**src/rtl/ecc_err_log_pkg.sv**
```systemverilog
package ecc_err_log_pkg;

  // Software-visible control bits.
  typedef struct packed {
    logic scrub_off;
    logic serr_en;
    logic nmi_en;
  } ctl_t;

  // Sticky status flags.
  typedef struct packed {
    logic mbe;
    logic sbe;
  } flags_t;

  // Fixed positions of the low control/status bits.
  localparam int unsigned BIT_SBE     = 0;
  localparam int unsigned BIT_MBE     = 1;
  localparam int unsigned BIT_NMI_EN  = 2;
  localparam int unsigned BIT_SERR_EN = 3;
  localparam int unsigned LOW_BITS    = 4;

endpackage

```
**src/rtl/eclog_ctl.sv**
```systemverilog
module eclog_ctl
  import ecc_err_log_pkg::*;
(
  input  logic clk,
  input  logic rst,
  input  logic wr_en_i,
  input  ctl_t wr_ctl_i,
  output ctl_t ctl_o,
  output ctl_t ctl_nxt_o
);

  ctl_t ctl_q;

  always_comb begin
    ctl_nxt_o = ctl_q;
    if (wr_en_i) ctl_nxt_o = wr_ctl_i;
  end

  always_ff @(posedge clk) begin
    if (rst) ctl_q <= '0;
    else     ctl_q <= ctl_nxt_o;
  end

  assign ctl_o = ctl_q;

  // the control bits change only on a write
  a_r8_ctl_hold: assert property (@(posedge clk) disable iff (rst)
    !wr_en_i |=> $stable(ctl_q));

endmodule

```
**src/rtl/eclog_capture.sv**
```systemverilog
module eclog_capture
  import ecc_err_log_pkg::*;
#(
  parameter int unsigned ADDR_W = 32,
  parameter int unsigned SYN_W  = 8,
  parameter int unsigned KEEP_W = 19
) (
  input  logic              clk,
  input  logic              rst,
  input  logic              sbe_i,
  input  logic              mbe_i,
  input  logic [ADDR_W-1:0] addr_i,
  input  logic [SYN_W-1:0]  syn_i,
  input  flags_t            clr_i,
  output flags_t            flags_o,
  output flags_t            flags_nxt_o,
  output logic [KEEP_W-1:0] addr_o,
  output logic [SYN_W-1:0]  syn_o
);

  localparam int unsigned ADDR_LSB = ADDR_W - KEEP_W;

  flags_t            flags_q;
  logic [KEEP_W-1:0] addr_q;
  logic [SYN_W-1:0]  syn_q;
  logic              open;
  logic              take;

  assign open = ~(flags_q.sbe | flags_q.mbe);
  assign take = open & (sbe_i | mbe_i);

  always_comb begin
    flags_nxt_o = flags_q & ~clr_i;
    if (take) begin
      flags_nxt_o.mbe = mbe_i;
      flags_nxt_o.sbe = ~mbe_i;
    end
  end

  always_ff @(posedge clk) begin
    if (rst) begin
      flags_q <= '0;
      addr_q  <= '0;
      syn_q   <= '0;
    end else begin
      flags_q <= flags_nxt_o;
      if (take) begin
        addr_q <= addr_i[ADDR_W-1:ADDR_LSB];
        syn_q  <= syn_i;
      end
    end
  end

  assign flags_o = flags_q;
  assign addr_o  = addr_q;
  assign syn_o   = syn_q;

  // a locked record keeps its address and syndrome
  a_r5_frozen: assert property (@(posedge clk) disable iff (rst)
    (flags_q.sbe || flags_q.mbe) |=> ($stable(addr_q) && $stable(syn_q)));

  // never both flags at once
  a_r4_single_flag: assert property (@(posedge clk) disable iff (rst)
    !(flags_q.sbe && flags_q.mbe));

  // an uncorrectable pulse into an open record sets the multi-bit flag
  a_r3_mbe_taken: assert property (@(posedge clk) disable iff (rst)
    (mbe_i && !flags_q.sbe && !flags_q.mbe) |=> flags_q.mbe);

  // a pulse cannot set a flag while the record is locked
  a_r5_no_new_flag: assert property (@(posedge clk) disable iff (rst)
    (flags_q.sbe && (sbe_i || mbe_i)) |=> !flags_q.mbe);

endmodule

```
**src/rtl/eclog_irq.sv**
```systemverilog
module eclog_irq
  import ecc_err_log_pkg::*;
(
  input  logic   clk,
  input  logic   rst,
  input  flags_t flags_nxt_i,
  input  ctl_t   ctl_nxt_i,
  output logic   nmi_o,
  output logic   serr_o
);

  always_ff @(posedge clk) begin
    if (rst) begin
      nmi_o  <= 1'b0;
      serr_o <= 1'b0;
    end else begin
      nmi_o  <= flags_nxt_i.sbe & ctl_nxt_i.nmi_en;
      serr_o <= flags_nxt_i.mbe & ctl_nxt_i.serr_en;
    end
  end

endmodule

```
**src/rtl/eclog_scrub.sv**
```systemverilog
module eclog_scrub #(
  parameter int unsigned ADDR_W = 32
) (
  input  logic              clk,
  input  logic              rst,
  input  logic              sbe_i,
  input  logic              mbe_i,
  input  logic [ADDR_W-1:0] addr_i,
  input  logic              scrub_off_i,
  output logic              req_o,
  output logic [ADDR_W-1:0] addr_o
);

  logic fire;
  assign fire = sbe_i & ~mbe_i & ~scrub_off_i;

  always_ff @(posedge clk) begin
    if (rst) begin
      req_o  <= 1'b0;
      addr_o <= '0;
    end else begin
      req_o <= fire;
      if (fire) addr_o <= addr_i;
    end
  end

  // a request always traces back to a corrected-only pulse with scrub on
  a_r11_scrub_cause: assert property (@(posedge clk) disable iff (rst)
    req_o |-> $past(sbe_i && !mbe_i && !scrub_off_i));

  // no request follows an uncorrectable pulse
  a_r11_no_mbe_scrub: assert property (@(posedge clk) disable iff (rst)
    mbe_i |=> !req_o);

endmodule

```
**src/rtl/ecc_err_log.sv**
```systemverilog
module ecc_err_log
  import ecc_err_log_pkg::*;
#(
  parameter int unsigned ADDR_W = 32,
  parameter int unsigned SYN_W  = 8,
  parameter int unsigned KEEP_W = 19,
  parameter int unsigned REG_W  = 32
) (
  input  logic              clk,
  input  logic              rst,
  input  logic              err_sbe_i,
  input  logic              err_mbe_i,
  input  logic [ADDR_W-1:0] err_addr_i,
  input  logic [SYN_W-1:0]  err_syn_i,
  input  logic              wr_en_i,
  input  logic [REG_W-1:0]  wr_data_i,
  output logic [REG_W-1:0]  rd_data_o,
  output logic              nmi_o,
  output logic              serr_o,
  output logic              scrub_req_o,
  output logic [ADDR_W-1:0] scrub_addr_o
);

  localparam int unsigned SYN_LSB   = LOW_BITS;
  localparam int unsigned ADDR_FLSB = SYN_LSB + SYN_W;
  localparam int unsigned BIT_SCRUB = ADDR_FLSB + KEEP_W;

  initial begin
    if (BIT_SCRUB != REG_W - 1) $error("ecc_err_log: field widths do not fill REG_W");
  end

  ctl_t              ctl, ctl_nxt, wr_ctl;
  flags_t            flags, flags_nxt, clr;
  logic [KEEP_W-1:0] cap_addr;
  logic [SYN_W-1:0]  cap_syn;

  assign wr_ctl.scrub_off = wr_data_i[BIT_SCRUB];
  assign wr_ctl.serr_en   = wr_data_i[BIT_SERR_EN];
  assign wr_ctl.nmi_en    = wr_data_i[BIT_NMI_EN];
  assign clr.sbe          = wr_en_i & wr_data_i[BIT_SBE];
  assign clr.mbe          = wr_en_i & wr_data_i[BIT_MBE];

  eclog_ctl u_ctl (
    .clk       (clk),
    .rst       (rst),
    .wr_en_i   (wr_en_i),
    .wr_ctl_i  (wr_ctl),
    .ctl_o     (ctl),
    .ctl_nxt_o (ctl_nxt)
  );

  eclog_capture #(
    .ADDR_W (ADDR_W),
    .SYN_W  (SYN_W),
    .KEEP_W (KEEP_W)
  ) u_capture (
    .clk         (clk),
    .rst         (rst),
    .sbe_i       (err_sbe_i),
    .mbe_i       (err_mbe_i),
    .addr_i      (err_addr_i),
    .syn_i       (err_syn_i),
    .clr_i       (clr),
    .flags_o     (flags),
    .flags_nxt_o (flags_nxt),
    .addr_o      (cap_addr),
    .syn_o       (cap_syn)
  );

  eclog_irq u_irq (
    .clk         (clk),
    .rst         (rst),
    .flags_nxt_i (flags_nxt),
    .ctl_nxt_i   (ctl_nxt),
    .nmi_o       (nmi_o),
    .serr_o      (serr_o)
  );

  eclog_scrub #(
    .ADDR_W (ADDR_W)
  ) u_scrub (
    .clk         (clk),
    .rst         (rst),
    .sbe_i       (err_sbe_i),
    .mbe_i       (err_mbe_i),
    .addr_i      (err_addr_i),
    .scrub_off_i (ctl.scrub_off),
    .req_o       (scrub_req_o),
    .addr_o      (scrub_addr_o)
  );

  always_comb begin
    rd_data_o                          = '0;
    rd_data_o[BIT_SCRUB]               = ctl.scrub_off;
    rd_data_o[BIT_SCRUB-1:ADDR_FLSB]   = cap_addr;
    rd_data_o[ADDR_FLSB-1:SYN_LSB]     = cap_syn;
    rd_data_o[BIT_SERR_EN]             = ctl.serr_en;
    rd_data_o[BIT_NMI_EN]              = ctl.nmi_en;
    rd_data_o[BIT_MBE]                 = flags.mbe;
    rd_data_o[BIT_SBE]                 = flags.sbe;
  end

  // interrupt level tracks the logged corrected flag and its enable
  a_r9_nmi_level: assert property (@(posedge clk) disable iff (rst)
    nmi_o == (flags.sbe && ctl.nmi_en));

  // system-error level tracks the logged uncorrectable flag and its enable
  a_r10_serr_level: assert property (@(posedge clk) disable iff (rst)
    serr_o == (flags.mbe && ctl.serr_en));

  // read-only fields ignore a write while the record is locked
  a_r7_ro_fields: assert property (@(posedge clk) disable iff (rst)
    (wr_en_i && (flags.sbe || flags.mbe) && !clr.sbe && !clr.mbe)
      |=> $stable(rd_data_o[BIT_SCRUB-1:SYN_LSB]));

endmodule

```
**config.mk**
```make
export PLATFORM = sky130hd
export DESIGN_NAME = ecc_err_log
export DESIGN_NICKNAME = d
export VERILOG_FILES = /design/src/rtl/ecc_err_log_pkg.sv /design/src/rtl/eclog_ctl.sv /design/src/rtl/eclog_capture.sv /design/src/rtl/eclog_irq.sv /design/src/rtl/eclog_scrub.sv /design/src/rtl/ecc_err_log.sv
export SDC_FILE = /design/constraint.sdc
export NUM_CORES = 1
export LEC_CHECK = 0
export BUFFER_PORTS_ARGS = -buffer_cell sky130_fd_sc_hd__buf_4
export CAP_MARGIN = 30
export CORE_AREA = 2 2 78 95
export DETAILED_ROUTE_END_ITERATION = 8
export DIE_AREA = 0 0 80 97
export MAX_ROUTING_LAYER = met4
export PLACE_DENSITY = 0.74
export SETUP_SLACK_MARGIN = 0.1
export SYNTH_ARGS = -nofsm -noshare
export SYNTH_HDL_FRONTEND = slang
export SYNTH_SLANG_ARGS = --single-unit
```
**constraint.sdc**
```tcl
create_clock -name clk -period 1.2 [get_ports clk]
set_input_delay 0.18 -clock clk [delete_from_list [all_inputs] [get_ports clk]]
set_output_delay 0.18 -clock clk [all_outputs]
set_load 0.02 [all_outputs]
```
# Yosys cells after proc, flatten, opt, wreduce, memory -nomap -nowiden

Cells that the tools add are included.

Multiplexer cells: 2
Bitwise operators: 14

Operator list:

| operator    | count |
|---|---|
| $and 1x1->1 | 7 |
| $mux 2      | 2 |
| $not 1->1   | 3 |
| $and 2x2->2 | 1 |
| $not 2->2   | 1 |
| $or 1x1->1  | 2 |

Register bits after elaboration: 67
Input port bits: 77
Output and inout bits: 67
Logic and storage cells: 27

# Logic depth before layout (Yosys ltp)

Gate-level depths: netlist (run 1).

Depth after elaboration: 5
Depth in mapped cells: 5

# Modules after synthesis

Synthesis (run 1) repeated with hierarchy kept, for this count alone.

Cell total of the unflattened synthesis: 286
Area, all modules: 3020.4 um2

Modules (own cells, without submodules):

| module        | times used | cells an instance | area an instance (um2) | sequential area each (um2) |
|---|---|---|---|---|
| eclog_scrub   | 1          | 142               | 1498.9                 | 660.6 |
| eclog_capture | 1          | 129               | 1323.8                 | 580.6 |
| eclog_ctl     | 1          | 9                 | 127.6                  | 60.1 |
| eclog_irq     | 1          | 4                 | 57.6                   | 40.0 |
| ecc_err_log   | 1          | 2                 | 12.5                   | 0.0 |

# Least setup slack after synthesis (run 1)

Ideal clock, no wire load.

Path kind: register to register
From: reg u_capture.flags_q, in the netlist u_capture.flags_o[0]
To: reg u_capture.addr_q[0] (netlist: u_capture.addr_o[0])
Library setup time: 72 ps
Arrival: 1181 ps
Path slack: -53 ps
Cell stages (with the launch flop): 6
Path buffers: 2
Cell sequence: dfxtp_1 -> nor2_1 -> o21a_1 -> buf_4 -> buf_6 -> mux2i_1

Longest elaborated chain between the ends: 3

Ends and longest elaborated chain:

| item                     | RTL line            | RTL |
|---|---|---|
| start: declaration       | eclog_capture.sv:23 | `flags_t flags_q;` |
| start signal: assignment | eclog_capture.sv:46 | `flags_q <= flags_nxt_o;` |
| $or 1x1->1               | eclog_capture.sv:29 | `assign open = ~(flags_q.sbe \| flags_q.mbe);` |
| $not 1->1                | eclog_capture.sv:29 |  |
| $and 1x1->1              | eclog_capture.sv:30 | `assign take = open & (sbe_i \| mbe_i);` |
| end signal: assignment   | eclog_capture.sv:48 | `addr_q <= addr_i[ADDR_W-1:ADDR_LSB];` |
| end: declaration         | eclog_capture.sv:24 | `logic [KEEP_W-1:0] addr_q;` |

No other way between the ends.
A chain may end at the register's enable or synchronous reset.

# Worst setup path after layout (run 1)

From: reg u_ctl.ctl_q, in the netlist u_ctl.ctl_o[2]
To: reg u_scrub.addr_o[9]

Longest elaborated chain between the ends: 2

Ends and longest elaborated chain:

| item                     | RTL line          | RTL |
|---|---|---|
| start: declaration       | eclog_ctl.sv:12   | `ctl_t ctl_q;` |
| start signal: assignment | eclog_ctl.sv:21   | `else ctl_q <= ctl_nxt_o;` |
| $not 1->1                | eclog_scrub.sv:15 | `assign fire = sbe_i & ~mbe_i & ~scrub_off_i;` |
| $and 1x1->1              | eclog_scrub.sv:15 |  |
| end signal: assignment   | eclog_scrub.sv:23 | `if (fire) addr_o <= addr_i;` |
| end: declaration         | eclog_scrub.sv:11 | `output logic [ADDR_W-1:0] addr_o` |

No other way between the ends.

==> qor.txt, run 1 <==
Crit Path Category = flop to flop
worst r2r path cells = 4
Switching Share = 0.262
leakage = 1.79 nW
Fmax = 0.851 GHz
Slew HR = 0.821
share of layout cells above drive strength 1 = 0.398
DRT Wirelength = 6570 microns
sequential area share after synthesis = 0.507
Reg power frac = 0.453
synthesized flop and latch total = 67
WP data arrival = 1.39 ns
clock power share = 0.346
CP Cell Sequence = or3b_4 > buf_12 > nand2_1 > a21oi_1
Mapped Nets = 365
CP max stage delay = 0.41 ns
H-tree Lvls = 3
endpoints failing setup = 0
vias post-DR = 2324
buffers added on ports = 116
Syn Std Cell Area = 2650 sq um
vias in the first global route = 2305
Final period util = 0.979
Crit path required time = 1.42 ns
RSZ-0062 raised after global routing = true
Site Rows = 33
pin count of the biggest net entering global routing = 38
Initial DRT Pass Iterations = 4
fill cell count = 634
Hold Crit Class = primary input to flop
Via-to-Cell Ratio = 4.63
Gate power share = 0.201
Max-Cap Viols = 0
outcome = finished clean
Setup crit end kind = flop
final hold vios = 0
Psw = 1.42 mW
Hold Path Depth = 3
R2R Setup Slk = 0.02 ns
area delta synth->final = 48.9%
core area = 6770 sq um
Synth Instances = 288
Synth cell types = 20
Yosys top cell area share = 0.507
nets = 487
clock sink count = 67
dpl hpwl = 4670 microns
Die Y = 97 microns
GRT Util Overall = 0.179
Synth Area per Inst = 9.18 sq um
Crit Path Max Fanout = 21
hold_buf cts = 0
cts bufs inserted = 9
placed cell area = 3620 sq um
Initial DRC Count = 101
clock-pin slew on the worst setup and hold paths = 0.06 ns
Final Cell Area = 3940 sq um
GR Overflow Total = 0
final estimated routing congestion in global placement = 0.750
PD cells = 1380 nW/um^2
Tmin final = 1.18 ns
Slew @ Worst Pin = 0.266 ns
CTS root buffer = clkbuf_8
Pint = 4.00 mW
Fin Hold WS = 0.0849 ns
io pins = 144
worst vdd ir = 0.734 mV
skew final = 0.0135 ns
Crit-path slowest cell = or3b_4
Routed Antenna Nets = 0
YS warnings = 0
Die W = 80 microns
main area contributors after synthesis = dfxtp_1 (51%), nand2b_1 (13%), mux2i_1 (11%)
first-pass GRT wire length = 10800 microns
DRC = 0
initial core utilization = 0.391
WL/cell = 13.1 microns
Clock Latency Late Sink = 0.34 ns
die footprint = 7760 sq um
Setup TNS = 0 ns
type of origin of the critical path = flop
initial antenna violation count = 0
Slew Viols, Final = 0
cell accounting for the most synthesized area = dfxtp_1
diode count = 0
CTS tree = built
clk buf depth = 2
-- through the flow --
stage | util | total power, mW | setup slack [ns] | cells
floorplan | - | 3.07 | 0.0268 | 288
global placement | 0.535 | 3.49 | -0.0154 | 481
detailed placement | 0.535 | 3.52 | -0.0383 | 481
CTS | 0.574 | 5.44 | 0.0269 | 501
global route | 0.582 | 5.69 | -0.0162 | 502
finish | 0.582 | 5.42 | 0.0246 | 502
-- registers in the layout (all words and copies together) (netlist names) --
name	flops
u_capture.addr_o	19
u_capture.flags_o	2
u_scrub.addr_o	32
u_irq.nmi_o	1
u_ctl.ctl_o	3
u_irq.serr_o	1
u_capture.syn_o	8
u_scrub.req_o	1
-- Yosys cell counts --
library cell  instances
clkbuf_1              7
nand3_1               1
nor2_1                7
buf_4                 2
a21oi_1              32
mux2i_1              30
buf_6                 5
o21ai_0               2
a32oi_1               1
or3b_1                1
nor3_1                2
buf_2                 8
nor3b_2               1
nand2_1              55
nor2b_1               1
nand2b_1             54
inv_1                 1
nand2_2              10
dfxtp_1              67
o21a_1                1
-- power groups by stage --
stage / clock [mW] / sequential (mW) / combinational [mW]
after global routing: 2.04 / 2.48 / 1.17
after global placement: 0 / 2.50 / 0.991
after floorplan: 0 / 2.68 / 0.391
after CTS: 1.92 / 2.46 / 1.06
after detailed placement: 0 / 2.51 / 1.01
final: 1.87 / 2.46 / 1.09
-- what timing repair did --
item,CTS,global route
gates resized for setup,11,15
setup buffers,2,0
endpoints found under the setup margin,49,50
cloned,2,1
hold endpoints to repair,0,0
pin swaps,1,0
-- worst paths after layout --
| check | start | endpoint |
|---|---|---|
| setup reg to reg | u_ctl.ctl_o[2] | u_scrub.addr_o[9] |
| hold / removal | wr_data_i[31] | u_ctl.ctl_o[2] |
| hold reg to reg | u_scrub.addr_o[1] | u_scrub.addr_o[1] |
| setup / recovery | u_ctl.ctl_o[2] | u_scrub.addr_o[9] |
-- area by class of cell --
class / count / area [sq um] / area share
tap: 87 / 109 / 0.0276
timing repair buffer: 133 / 1080 / 0.274
clock inverter: 2 / 35.0 / 0.00889
inverter: 1 / 3.75 / 0.000953
multi-input combinational: 198 / 1200 / 0.305
sequential: 67 / 1350 / 0.343
clock buffer: 14 / 163 / 0.0413
-- cell usage in the layout (no fill, tap or decap), types with 2 or more instances in the layout --
| cell type | count |
|---|---|
| nor3_1 | 2 |
| clkbuf_8 | 11 |
| nand2_2 | 10 |
| buf_6 | 9 |
| dfxtp_4 | 2 |
| a21oi_1 | 32 |
| mux2i_1 | 29 |
| clkbuf_1 | 3 |
| nand2_1 | 55 |
| buf_4 | 120 |
| buf_12 | 3 |
| dfxtp_1 | 64 |
| nand2b_1 | 54 |
| nor2_1 | 6 |
-- layer usage --
| metal | GRT usage | part of all wire | up-vias |
|---|---|---|---|
| met5 | - | 0 | - |
| met4 | 0.0860 | 0.026 | 0 |
| met3 | 0.0373 | 0.060 | 16 |
| met2 | 0.290 | 0.50 | 79 |
| met1 | 0.207 | 0.42 | 1060 |
| li1 | - | - | 1169 |
-- cells by family (layout without fill, tap and decap cells) --
kind of cell | after synthesis | count (layout) | share of synthesized area
multiplexers | 30 | 30 | 0.114
buffers and inverters | 23 | 150 | 0.0535
flip-flops | 67 | 67 | 0.507
AO/OA/AOI/OAI | 36 | 36 | 0.0705
AND/OR/NAND/NOR | 132 | 132 | 0.255
-- critical path: cells and delay by family (launching register included) --
family	cells	cell delay (ns)
AND/OR/NAND/NOR	2	0.48
AO/OA/AOI/OAI	1	0.06
buffers and inverters	1	0.17
flip-flops	1	0.35
Note: power is estimated with default switching activity, not from simulation.
==> run 2: changes to the inputs <==
--- a/config.mk
+++ b/config.mk
@@ -7,11 +7,11 @@
 export LEC_CHECK = 0
 export BUFFER_PORTS_ARGS = -buffer_cell sky130_fd_sc_hd__buf_4
 export CAP_MARGIN = 30
-export CORE_AREA = 2 2 78 95
+export CORE_AREA = 2 2 75 91
 export DETAILED_ROUTE_END_ITERATION = 8
-export DIE_AREA = 0 0 80 97
+export DIE_AREA = 0 0 77 93
 export MAX_ROUTING_LAYER = met4
-export PLACE_DENSITY = 0.74
+export PLACE_DENSITY = 0.76
 export SETUP_SLACK_MARGIN = 0.1
 export SYNTH_ARGS = -nofsm -noshare
 export SYNTH_HDL_FRONTEND = slang
==> constraint.sdc (replaced) <==
create_clock -name clk -period 1.09 [get_ports clk]
set_input_delay 0.1635 -clock clk [delete_from_list [all_inputs] [get_ports clk]]
set_output_delay 0.1635 -clock clk [all_outputs]
set_load 0.02 [all_outputs]
==> run 2 against run 1 <==
Compared with the run above: the run now ends with negative setup slack left; total power increased by 15%; core utilization increased by 12 points; clock power increased by 9%; via count increased by 2.2%; design area increased by 13%; routed wire length increased by 6.6%; flip-flop and latch count unchanged; clock skew decreased by 0.0083 ns; critical path type unchanged.
==> qor.txt, run 2 (synthesis results as in run 1) <==
io pins = 144 (unchanged)
Slew Viols, Final = 0 (unchanged)
H-tree Lvls = 3 (unchanged)
pin count of the biggest net entering global routing = 53 (was 38)
Max-Cap Viols = 0 (unchanged)
WL/cell = 13.6 microns (was 13.1 microns)
skew final = 0.00516 ns (was 0.0135 ns)
max reg flops = 32 (unchanged)
clk buf depth = 2 (unchanged)
Site Rows = 32 (was 33)
Fmax = 0.864 GHz (was 0.851 GHz)
Biggest register = u_scrub.addr_o (unchanged)
outcome = finished with violations (was finished clean)
most common cell after layout, fill and taps aside = buf_4 (unchanged)
area taken by multi-input logic gates = 1220 sq um (was 1200 sq um)
type of origin of the critical path = flop (unchanged)
nets = 501 (was 487)
clock-pin slew on the worst setup and hold paths = 0.07 ns (was 0.06 ns)
Slew @ Worst Pin = 0.208 ns (was 0.266 ns)
final hold vios = 0 (unchanged)
vias in the first global route = 2278 (was 2305)
FF/Latch Area = 1430 sq um (was 1350 sq um)
PD cells = 1410 nW/um^2 (was 1380 nW/um^2)
vias post-DR = 2375 (was 2324)
Fin Hold WS = 0.0715 ns (was 0.0849 ns)
Setup crit end kind = flop (unchanged)
RSZ-0062 raised after global routing = true (unchanged)
DRC = 0 (unchanged)
DRT Wirelength = 7000 microns (was 6570 microns)
Routed Antenna Nets = 0 (unchanged)
post-route setup slack = -0.0679 ns (was 0.0246 ns)
GR Overflow Total = 0 (unchanged)
dpl hpwl = 4370 microns (was 4670 microns)
Hold Crit Class = primary input to flop (unchanged)
CTS root buffer = clkbuf_8 (unchanged)
Die Y = 93 microns (was 97 microns)
cts bufs inserted = 9 (unchanged)
hold_buf cts = 0 (unchanged)
first-pass GRT wire length = 10500 microns (was 10800 microns)
fill cell count = 499 (was 634)
Tmin final = 1.16 ns (was 1.18 ns)
area delta synth->final = 67.7% (was 48.9%)
CTS tree = built (unchanged)
failing checks = negative setup slack
die footprint = 7160 sq um (was 7760 sq um)
GRT Util Overall = 0.191 (was 0.179)
endpoints failing setup = 52 (was 0)
share of layout cells above drive strength 1 = 0.572 (was 0.398)
Setup TNS = -2.13 ns (was 0 ns)
buffers added on ports = 116 (unchanged)
Die W = 77 microns (was 80 microns)
Clock Latency Late Sink = 0.33 ns (was 0.34 ns)
Final period util = 1.06 (was 0.979)
commonest non-fill, non-tap cells in the layout = buf_4 (70), buf_6 (69), dfxtp_2 (62) (was buf_4 (120), dfxtp_1 (64), nand2_1 (55))
WP data arrival = 1.37 ns (was 1.39 ns)
initial antenna violation count = 0 (unchanged)
Via-to-Cell Ratio = 4.63 (about the same)
leakage = 1.96 nW (was 1.79 nW)
diode count = 0 (unchanged)
final estimated routing congestion in global placement = 0.821 (was 0.750)
worst vdd ir = 1.14 mV (was 0.734 mV)
Crit Path Category = flop to flop (unchanged)
Crit Path Max Fanout = 14 (was 21)
clock sink count = 67 (unchanged)
Crit path required time = 1.30 ns (was 1.42 ns)
Initial DRT Pass Iterations = 4 (unchanged)
initial core utilization = 0.418 (was 0.391)
Slew HR = 0.857 (was 0.821)
Initial DRC Count = 86 (was 101)
core area = 6330 sq um (was 6770 sq um)
[run 2: cell count changes in the layout (fill, tap and decap cells not counted), sizes merged]
cell,change
buf,+13
[run 2: worst paths after layout]
path	startpoint	end	slack, ns	cells past startpoint
setup reg to reg	u_ctl.ctl_o[2]	u_scrub.addr_o[29]	-0.07	4
hold reg to reg	u_scrub.addr_o[8]	u_scrub.addr_o[8]	0.46	2
setup / recovery	u_ctl.ctl_o[2]	u_scrub.addr_o[29]	-0.07	4
hold / removal	err_addr_i[7]	u_scrub.addr_o[7]	0.07	3
[run 2: worst max-delay path, cell delays in order (launching register included)]
cell and delay (ns):
dfxtp_2 0.34, or3b_4 0.40, buf_6 0.17, nand2_1 0.08, a21oi_1 0.05
[run 2: layout make-up]
cell class / count / area share
clock buffer: 13 / 0.0358
clock inverter: 2 / 0.00790
inverter: 1 / 0.000846
multi-input combinational: 198 / 0.276
sequential: 67 / 0.321
tap: 85 / 0.0240
timing repair buffer: 147 / 0.334
[run 2: report_power, final]
group	switching, mW	internal, mW
clock	0.876	1.17
combinational	0.634	0.809
sequential	0.121	2.64
total	1.63	4.62
[run 2: stage by stage]
| stage | worst slack [ns] | power, mW | cell area, sq um | std cells | util |
|---|---|---|---|---|---|
| 2_1_floorplan | -0.0832 | 3.38 | 2670 | 288 | - |
| 3_3_place_gp | -0.0895 | 3.87 | 3640 | 479 | 0.576 |
| 3_5_place_dp | -0.117 | 3.89 | 3640 | 479 | 0.576 |
| 4_1_cts | -0.0694 | 6.09 | 4030 | 501 | 0.637 |
| 5_1_grt | -0.114 | 6.55 | 4440 | 513 | 0.701 |
| 6_report | -0.0679 | 6.25 | 4440 | 513 | 0.701 |
[run 2: what timing repair did]
action / 4_1_cts / 5_1_grt
buffers inserted: 5 / 11
pin swaps: 0 / 1
endpoints found under the setup margin: 79 / 127
gates resized for setup: 43 / 104
gates cloned: 2 / 1
[run 2: routing by layer]
layer | up-vias | GRT usage | wire length [microns]
met1 | 1093 | 0.211 | 2860
met4 | 0 | 0.0655 | 145
met5 | - | - | 0
met3 | 11 | 0.0550 | 321
met2 | 77 | 0.330 | 3670
li1 | 1194 | - | -
